File: src/rtl/mpkt_pkg.sv
package mpkt_pkg;
  typedef logic [7:0] byte_t;

  localparam byte_t SYNC_BYTE = 8'hFF;

  // one received byte as seen by the inner stages
  typedef struct packed {
    logic  take;     // byte belongs to an open frame
    logic  first;    // start-of-frame byte
    logic  last;     // end-of-frame byte
    logic  payload;  // index at or past the address header
    byte_t data;
  } lane_t;
endpackage

File: src/rtl/mpkt_framer.sv
module mpkt_framer
  import mpkt_pkg::*;
#(
  parameter int HDR_BYTES = 12,
  localparam int CNT_W = $clog2(HDR_BYTES + 1)
) (
  input  logic             clk,
  input  logic             rst_n,
  input  logic             s_valid,
  input  byte_t            s_data,
  input  logic             s_sof,
  input  logic             s_eof,
  output lane_t            lane,
  output logic [CNT_W-1:0] idx
);
  logic             open_q;
  logic [CNT_W-1:0] cnt_q;
  logic             take;

  assign take = s_valid & (s_sof | open_q);
  assign idx  = s_sof ? '0 : cnt_q;

  always_comb begin
    lane.take    = take;
    lane.first   = s_valid & s_sof;
    lane.last    = take & s_eof;
    lane.payload = take & ~s_sof & (cnt_q == CNT_W'(HDR_BYTES));
    lane.data    = s_data;
  end

  always_ff @(posedge clk or negedge rst_n) begin
    if (!rst_n) begin
      open_q <= 1'b0;
      cnt_q  <= '0;
    end else begin
      if (s_valid && s_sof)       open_q <= ~s_eof;
      else if (take && s_eof)     open_q <= 1'b0;
      if (take) begin
        if (idx == CNT_W'(HDR_BYTES)) cnt_q <= idx;
        else                          cnt_q <= idx + CNT_W'(1);
      end
    end
  end
endmodule

File: src/rtl/mpkt_addr_check.sv
module mpkt_addr_check
  import mpkt_pkg::*;
#(
  parameter int ID_BYTES = 6,
  parameter int CNT_W    = 4,
  localparam int POS_W   = $clog2(ID_BYTES),
  localparam int SLOTS   = 1 << POS_W
) (
  input  logic                  clk,
  input  logic                  rst_n,
  input  lane_t                 lane,
  input  logic [CNT_W-1:0]      idx,
  input  logic [ID_BYTES*8-1:0] node_id,
  output logic                  da_ok
);
  byte_t id_arr [SLOTS];
  logic  eq_q, grp_q;

  for (genvar g = 0; g < SLOTS; g++) begin : g_slot
    if (g < ID_BYTES) begin : g_real
      assign id_arr[g] = node_id[(ID_BYTES-1-g)*8 +: 8];
    end else begin : g_pad
      assign id_arr[g] = '0;
    end
  end

  assign da_ok = eq_q | grp_q;

  always_ff @(posedge clk or negedge rst_n) begin
    if (!rst_n) begin
      eq_q  <= 1'b0;
      grp_q <= 1'b0;
    end else if (lane.first) begin
      eq_q  <= (lane.data == id_arr[0]);
      grp_q <= lane.data[0];
    end else if (lane.take && idx < CNT_W'(ID_BYTES)) begin
      eq_q  <= eq_q & (lane.data == id_arr[POS_W'(idx)]);
    end
  end
endmodule

File: src/rtl/mpkt_pattern_scan.sv
module mpkt_pattern_scan
  import mpkt_pkg::*;
#(
  parameter int ID_BYTES = 6,
  parameter int REPEATS  = 16,
  parameter int SYNC_LEN = 6,
  localparam int POS_W   = $clog2(ID_BYTES),
  localparam int REP_W   = $clog2(REPEATS),
  localparam int FF_W    = $clog2(SYNC_LEN + 1),
  localparam int SLOTS   = 1 << POS_W
) (
  input  logic                  clk,
  input  logic                  rst_n,
  input  lane_t                 lane,
  input  logic [ID_BYTES*8-1:0] node_id,
  output logic                  found,
  output logic                  found_now
);
  byte_t            id_arr [SLOTS];
  logic [FF_W-1:0]  ff_q;
  logic [POS_W-1:0] pos_q;
  logic [REP_W-1:0] rep_q;
  logic             match_q;
  logic             step, hit, is_ff, sync_full, end_pos, end_rep;

  for (genvar g = 0; g < SLOTS; g++) begin : g_slot
    if (g < ID_BYTES) begin : g_real
      assign id_arr[g] = node_id[(ID_BYTES-1-g)*8 +: 8];
    end else begin : g_pad
      assign id_arr[g] = '0;
    end
  end

  always_comb begin
    step      = lane.payload & ~found;
    hit       = (lane.data == id_arr[pos_q]);
    is_ff     = (lane.data == SYNC_BYTE);
    sync_full = (ff_q == FF_W'(SYNC_LEN));
    end_pos   = (pos_q == POS_W'(ID_BYTES - 1));
    end_rep   = (rep_q == REP_W'(REPEATS - 1));
    found_now = step & match_q & hit & end_pos & end_rep;
  end

  always_ff @(posedge clk or negedge rst_n) begin
    if (!rst_n) begin
      ff_q <= '0; pos_q <= '0; rep_q <= '0; match_q <= 1'b0; found <= 1'b0;
    end else if (lane.first) begin
      ff_q <= '0; pos_q <= '0; rep_q <= '0; match_q <= 1'b0; found <= 1'b0;
    end else if (step) begin
      if (match_q) begin
        if (hit) begin
          if (end_pos) begin
            pos_q <= '0;
            if (end_rep) begin
              found   <= 1'b1;
              match_q <= 1'b0;
            end else begin
              rep_q <= rep_q + REP_W'(1);
            end
          end else begin
            pos_q <= pos_q + POS_W'(1);
          end
        end else begin
          // broken copy: restart, counting this byte if it is a sync byte
          match_q <= 1'b0;
          pos_q   <= '0;
          rep_q   <= '0;
          ff_q    <= is_ff ? FF_W'(1) : '0;
        end
      end else if (sync_full && hit) begin
        match_q <= 1'b1;
        pos_q   <= POS_W'(1);
        rep_q   <= '0;
      end else if (is_ff) begin
        if (!sync_full) ff_q <= ff_q + FF_W'(1);
      end else begin
        ff_q <= '0;
      end
    end
  end
endmodule

File: src/rtl/mpkt_commit.sv
module mpkt_commit (
  input  logic clk,
  input  logic rst_n,
  input  logic last,
  input  logic first,
  input  logic crc_ok,
  input  logic found,
  input  logic found_now,
  input  logic da_ok,
  input  logic wake_en,
  input  logic sts_clr,
  output logic wake_pulse,
  output logic wake_sts
);
  logic pending, fire;

  // a match held from an earlier frame is stale on a start byte
  assign pending = (found & ~first) | found_now;
  assign fire    = last & crc_ok & pending & da_ok & wake_en;

  always_ff @(posedge clk or negedge rst_n) begin
    if (!rst_n) begin
      wake_pulse <= 1'b0;
      wake_sts   <= 1'b0;
    end else begin
      wake_pulse <= fire;
      wake_sts   <= fire | (wake_sts & ~sts_clr);
    end
  end
endmodule

File: src/rtl/mpkt_wake_detect.sv
module mpkt_wake_detect
  import mpkt_pkg::*;
#(
  parameter int ID_BYTES = 6,
  parameter int REPEATS  = 16,
  parameter int SYNC_LEN = 6,
  localparam int HDR_BYTES = 2 * ID_BYTES,
  localparam int CNT_W     = $clog2(HDR_BYTES + 1)
) (
  input  logic                  clk,
  input  logic                  rst_n,
  input  logic                  s_valid,
  output logic                  s_ready,
  input  logic [7:0]            s_data,
  input  logic                  s_sof,
  input  logic                  s_eof,
  input  logic                  s_crc_ok,
  input  logic [ID_BYTES*8-1:0] node_id,
  input  logic                  wake_en,
  input  logic                  sts_clr,
  output logic                  wake_pulse,
  output logic                  wake_sts
);
  lane_t            lane;
  logic [CNT_W-1:0] idx;
  logic             da_ok, found, found_now;

  assign s_ready = 1'b1;

  mpkt_framer #(.HDR_BYTES(HDR_BYTES)) u_framer (
    .clk(clk), .rst_n(rst_n), .s_valid(s_valid), .s_data(s_data),
    .s_sof(s_sof), .s_eof(s_eof), .lane(lane), .idx(idx)
  );

  mpkt_addr_check #(.ID_BYTES(ID_BYTES), .CNT_W(CNT_W)) u_addr (
    .clk(clk), .rst_n(rst_n), .lane(lane), .idx(idx),
    .node_id(node_id), .da_ok(da_ok)
  );

  mpkt_pattern_scan #(.ID_BYTES(ID_BYTES), .REPEATS(REPEATS), .SYNC_LEN(SYNC_LEN)) u_scan (
    .clk(clk), .rst_n(rst_n), .lane(lane), .node_id(node_id),
    .found(found), .found_now(found_now)
  );

  mpkt_commit u_commit (
    .clk(clk), .rst_n(rst_n), .last(lane.last), .first(lane.first),
    .crc_ok(s_crc_ok), .found(found), .found_now(found_now), .da_ok(da_ok),
    .wake_en(wake_en), .sts_clr(sts_clr),
    .wake_pulse(wake_pulse), .wake_sts(wake_sts)
  );
endmodule

File: config.mk
export PLATFORM = sky130hd
export DESIGN_NAME = mpkt_wake_detect
export DESIGN_NICKNAME = d
export VERILOG_FILES = /design/src/rtl/mpkt_pkg.sv /design/src/rtl/mpkt_framer.sv /design/src/rtl/mpkt_addr_check.sv /design/src/rtl/mpkt_pattern_scan.sv /design/src/rtl/mpkt_commit.sv /design/src/rtl/mpkt_wake_detect.sv
export SDC_FILE = /design/constraint.sdc
export NUM_CORES = 1
export LEC_CHECK = 0
export CAP_MARGIN = 20
export CELL_PAD_IN_SITES_DETAIL_PLACEMENT = 0
export CELL_PAD_IN_SITES_GLOBAL_PLACEMENT = 1
export CORE_ASPECT_RATIO = 1.2
export CORE_MARGIN = 2
export CORE_UTILIZATION = 37
export CTS_CLUSTER_DIAMETER = 150
export DETAILED_ROUTE_END_ITERATION = 7
export GPL_ROUTABILITY_DRIVEN = 1
export PLACE_DENSITY = 0.9
export SYNTH_ARGS = -nofsm -noshare
export SYNTH_HDL_FRONTEND = slang
export SYNTH_HIERARCHICAL = 1
export SYNTH_SLANG_ARGS = --single-unit
File: constraint.sdc
create_clock -name clk -period 3.94 [get_ports clk]
set_clock_uncertainty 0.05 [all_clocks]
set_input_delay 0.394 -clock clk [delete_from_list [all_inputs] [get_ports clk]]
set_output_delay 0.394 -clock clk [all_outputs]
set_load 0.1 [all_outputs]
Word-level counts from Yosys, hierarchy flattened --
Index checks and enable logic that the tools add are counted.
Storage, ports and cells: bits in latches 0, bits in registers 21, bits of input ports 64, word-level logic and storage cells 122, memories kept 0, bits in writable memories 0, output and inout port bits 3, memory bits (read-only) 0
Operators by class: add/subtract/negate cells 4, muxes and demuxes 46, bitwise operators 28, equality and inequality tests 14, shift-type cells 0, divide/modulo/power cells 0, $mul 0, reductions and logical operators 16, order comparisons 3
Operators with widths (count):
- binary-select mux 8 bit (select 3 bit) | 2
- 2-to-1 mux 3 bit | 13
- 2-to-1 mux 4 bit | 9
- 2-to-1 mux 8 bit | 4
- equality test 8 bit | 3
- 2-to-1 mux 1 bit | 18
- AND 1 bit | 17
- nonzero test 2 bit | 7
- equality test 4 bit, second input constant | 3
- adder 4 x 1 -> 4 bit, second input constant | 2
- equality test 8 bit, second input constant | 1
- greater-or-equal comparator 4 bit, second input constant | 2
- inequality test 4 x 3 -> 1 bit, second input constant | 2
- NOT 3 -> 4 bit | 2
- AND reduction 4 bit | 2
- adder 3 x 1 -> 3 bit, second input constant | 2
- equality test 3 bit, second input constant | 2
- NOT 1 bit | 5
- AND reduction 5 bit | 1
- logical AND 1 bit | 4
- less-than comparator 4 x 3 -> 1 bit, second input constant | 1
- inequality test 4 x 2 -> 1 bit, second input constant | 1
- OR 1 bit | 4
- inequality test 3 x 1 -> 1 bit, second input constant | 1
- other kinds (3) | 3

Longest topological paths before layout --
depth in word-level cells 14, mapped depth 11, depth with buffers taken out 9

By module --
Netlist, hierarchy kept.
Modules (own cells, without submodules):
- mpkt_pattern_scan | cells an instance 204, area each 1680.4 µm², times used 1
- mpkt_addr_check | cells an instance 96, area each 737.0 µm², times used 1
- mpkt_framer | cells an instance 38, area each 359.1 µm², times used 1
- mpkt_commit | cells an instance 8, area each 88.8 µm², times used 1
- mpkt_wake_detect | cells an instance 2, area each 11.3 µm², times used 1

Least setup slack after synthesis --
OpenSTA, ideal clock, no wires.
path type reg-to-reg, from register u_scan.pos_q[0], to register u_scan.rep_q[3], cell stages (with the launch flop) 8, data required time 3.811 ns, slack 1.632 ns, path buffers 0, arrival time 2.179 ns, path through dfrtp_1 mux4_2 nor2b_4 nor3_4 o2111ai_4 or3_1 or3_1 mux2i_1
On the way: word-level cells in the longest chain between the ends 9
Ends and longest elaborated chain:
- from (decl) | RTL line mpkt_pattern_scan.sv:21 | logic [POS_W-1:0] pos_q;
- from (signal assigned) | RTL line mpkt_pattern_scan.sv:61 | pos_q <= pos_q + POS_W'(1);
- NOT 3 -> 4 bit (implied by the code) | RTL line mpkt_pattern_scan.sv:36 | hit = (lane.data == id_arr[pos_q]);
- binary-select mux 8 bit (select 3 bit) | RTL line mpkt_pattern_scan.sv:36
- 2-to-1 mux 8 bit (implied by the code) (2 in a row) | RTL line mpkt_pattern_scan.sv:36
- equality test 8 bit | RTL line mpkt_pattern_scan.sv:36
- 2-to-1 mux 4 bit | RTL line mpkt_pattern_scan.sv:51 | if (hit) begin
- 2-to-1 mux 4 bit | RTL line mpkt_pattern_scan.sv:50 | if (match_q) begin
- 2-to-1 mux 4 bit | RTL line mpkt_pattern_scan.sv:49 | end else if (step) begin
- 2-to-1 mux 4 bit | RTL line mpkt_pattern_scan.sv:47 | end else if (lane.first) begin
- to (signal assigned) | RTL line mpkt_pattern_scan.sv:58 | rep_q <= rep_q + REP_W'(1);
- to (decl) | RTL line mpkt_pattern_scan.sv:22 | logic [REP_W-1:0] rep_q;
Parallel ways exist; a longest one is shown, timed or not. The select of a mux whose other input is x is not followed. A chain may end at the register's enable or synchronous reset.

Final worst setup path --
from register u_scan.pos_q[0], to register u_scan.pos_q[1]
On the way: word-level cells in the longest chain between the ends 9
Ends and longest elaborated chain (RTL line):
- NOT 3 -> 4 bit (implied by the code) | mpkt_pattern_scan.sv:36
- binary-select mux 8 bit (select 3 bit) | mpkt_pattern_scan.sv:36
- 2-to-1 mux 8 bit (implied by the code) (2 in a row) | mpkt_pattern_scan.sv:36
- equality test 8 bit | mpkt_pattern_scan.sv:36
- 2-to-1 mux 3 bit | mpkt_pattern_scan.sv:51
- 2-to-1 mux 3 bit | mpkt_pattern_scan.sv:50
- 2-to-1 mux 3 bit | mpkt_pattern_scan.sv:49
- 2-to-1 mux 3 bit | mpkt_pattern_scan.sv:47
Parallel ways exist; a longest one is shown, timed or not. The select of a mux whose other input is x is not followed.

==> flow_summary.ini <==
[layout]
final_net_count = 459
final_util_pct = 46.6
layout_commonest_cell = clkdlybuf4s50_1
design_area_um2 = 3550
final_cells = 483
final_cell_mix = 65 x clkdlybuf4s50_1, 59 x mux2i_1, 27 x nor2_1
antenna_cells = 0
drive_gt1_share_pct = 5.63
areaGrowthSynthToFinish_pct = 23.3

[detailed_routing]
dr.pass1.iters = 4
wire_per_inst_um = 15.8
drc = 0
vias = 2785
drtIter0Drc = 115
via_per_inst = 5.77
final_antenna_net_count = 0
routed_wl_mm = 7.64

[floorplan]
die_area_um2 = 8500
start_util_pct = 37.8
core-area_um2 = 7620
io_pins = 67
row_count = 35
die_height_um = 101
die_x_um = 84.5

[clocking]
cts_made_buffers = 3
clock_path_buffers = 2
cts-root-buf = clkbuf_8
cts_tree = yes
cts_sinks = 21
cts.repair.resized = 0
clkLatencyLatePin_ns = 0.26
clk_pin_slew_ns = 0.08
cts_setup_buffers = 0
cts_hold_buf = 0
ctsHtreeMaxLevel = 1

[logic_synthesis]
synth_flop_cell = dfrtp_1
syn_nets = 415
yosysTopAreaCellShare_pct = 20.5
ys_top_cells_by_area = mux2i_1 21%, dfrtp_1 18%, nor3b_1 3.7%
ys_seq_elements = 21
synth-edff-count = 0
synth.cell_area_um2 = 2880
ys_seq_area_share_pct = 18.3
synthCells = 348
yosysTopAreaCell = mux2i_1
synthDistinctLibCells = 64
async_flop_share_pct = 100
yosys_warnings = 6
synth.avg_cell_area_um2 = 8.27

[global_routing]
grt_pass1_vias = 2715
grt_pass1_wl_mm = 12.5
overflow = 0
grt.total_usage_pct = 17.6
grt_max_degree = 44
antenna_found_initial = 0

[power]
ir_worst_vdd_v = 0.000198
leakage_nw = 1.28
power_density_nw_per_um2 = 209
finalPower_mw = 0.741

[setup_path]
startpoint = u_scan/pos_q[0]$_DFFE_PN0P_
cp_num_cells = 8
crit_slowest_cell = dfrtp_1
cp-end-kind = flip-flop
required_ns = 4.03
critPathKind = flip-flop to flip-flop
crit_fanout = 22
reg2reg_to = u_scan/pos_q[1]$_DFFE_PN0P_
path_buf_inv = 1
cp.arrival_ns = 3.18
cp_cell_sequence = buf_4 -> mux2_1 -> and3_1 -> nor3_4 -> o2111ai_4 -> nor2_1 -> nand2_1 -> o41ai_1
slowest_delay_ns = 0.74
endpoint = u_scan/pos_q[1]$_DFFE_PN0P_
path_delay_family = simple AND/OR/NAND/NOR gates
reg2reg_slack_ns = 0.86
worst_r2r_path_depth = 8
cp-start-kind = flip-flop
r2r-start = u_scan/pos_q[0]$_DFFE_PN0P_

[worst_hold_path]
hold_path_class = primary input to async pin

[placement]
placed_cell_area_um2 = 3450
portBuffers = 65
dp_cells = 477
gp_congestion = 0.806
hpwlAfterDp_mm = 5.89
pre_cts_slack_ns = 0.812

[sta]
max_slew_margin_pct = 34.7
worstMarginPinSlew_ns = 0.977
max_freq_mhz = 325
rsz0062_at_grt = no
setup_slack_ns = 0.859
setup-violations-final = 0
fin_crit_sh_pct = 78.2
slew_viol_final = 0
timing.hold.ws_ns = 0.311
post-route-min-period_ns = 3.08
fin_setup_tns_ns = 0
finalHoldViolCount = 0

[flow_run]
maxCapViolCount = 0

[status]
status = completed
[worst register-to-register path: cells and delay by family (launching register included)]
| family | cells | cell delay [ns] |
|---|---|---|
| muxes | 1 | 0.34 |
| DFF | 1 | 0.74 |
| AOI/OAI and AO/OA | 2 | 0.58 |
| and+or+nand+nor | 4 | 0.89 |
| buffers and inverters | 1 | 0.37 |
[how the worst min path moves through the flow]
| stage | to | cells after the start | startpoint |
|---|---|---|---|
| final | u_scan/rep_q[3]$_DFFE_PN0P_ | 1 | rst_n |
| after global routing | u_scan/rep_q[3]$_DFFE_PN0P_ | 1 | rst_n |
| after CTS | u_addr/grp_q$_DFFE_PN0P_ | 1 | u_addr/grp_q$_DFFE_PN0P_ |
| after detailed placement | u_addr/grp_q$_DFFE_PN0P_ | 1 | u_addr/grp_q$_DFFE_PN0P_ |
| after global placement | u_framer/cnt_q[3]$_DFFE_PN0P_ | 1 | u_framer/cnt_q[3]$_DFFE_PN0P_ |
| after floorplan | u_addr/eq_q$_DFFE_PN0P_ | 0 | rst_n |
[final cells by class]
cell class / instances / area, um^2
Fill cell: 784 / 4070
Multi-Input combinational cell: 284 / 2080
Timing Repair Buffer: 71 / 736
Sequential cell: 21 / 526
Tap cell: 92 / 115
Clock buffer: 4 / 45.0
Inverter: 11 / 41.3
[logic make-up (layout without fill, tap and decap cells)]
group | count (synthesis) | count (layout) | synth area share (%)
xor gates and xnor gates | 10 | 10 | 3.05
muxes | 62 | 62 | 22.1
AOI/OAI and AO/OA | 69 | 69 | 17.8
adders and majority gates | 3 | 3 | 1.31
other | 1 | 1 | 0.130
buffers and inverters | 43 | 86 | 9.27
DFF | 21 | 21 | 18.3
and+or+nand+nor | 139 | 139 | 28.1
[state kept, by name, summed over array words and instances, names as in the netlist]
name,cells
u_addr/eq_q,1
u_addr/grp_q,1
u_commit/wake_pulse,1
u_commit/wake_sts,1
u_framer/cnt_q,4
u_framer/open_q,1
u_scan/ff_q,3
u_scan/found,1
u_scan/match_q,1
u_scan/pos_q,3
u_scan/rep_q,4
[power breakdown]
| group | leakage [nW] | internal (mW) | switching (mW) |
|---|---|---|---|
| logic | 0.976 | 0.173 | 0.173 |
| clock network | 0.0228 | 0.0721 | 0.0705 |
| registers | 0.281 | 0.233 | 0.0192 |
| total | 1.28 | 0.478 | 0.263 |
[metal layers]
metal | GRT usage [%] | vias to the layer above | wire (um)
met5 | 0 | - | 0
met4 | 4.64 | 0 | 102
met3 | 1.31 | 10 | 308
met2 | 31.5 | 80 | 3770
met1 | 22.9 | 1312 | 3470
li1 | - | 1383 | -
[synthesized netlist by cell type, drive strengths merged (6+ instances only)]
library cell  instances
mux2i                59
o31a                  6
and3b                 6
clkbuf                7
nand3                 6
dfrtp                21
nor2b                 9
o21ai                13
nor2                 27
nor3                 18
inv                  11
xnor2                 8
nor4                  8
o22ai                 8
nand2                19
nand4b                6
buf                  25
nor3b                14
a21oi                13
nand4                 6
Power figures use the tool's default switching activity.
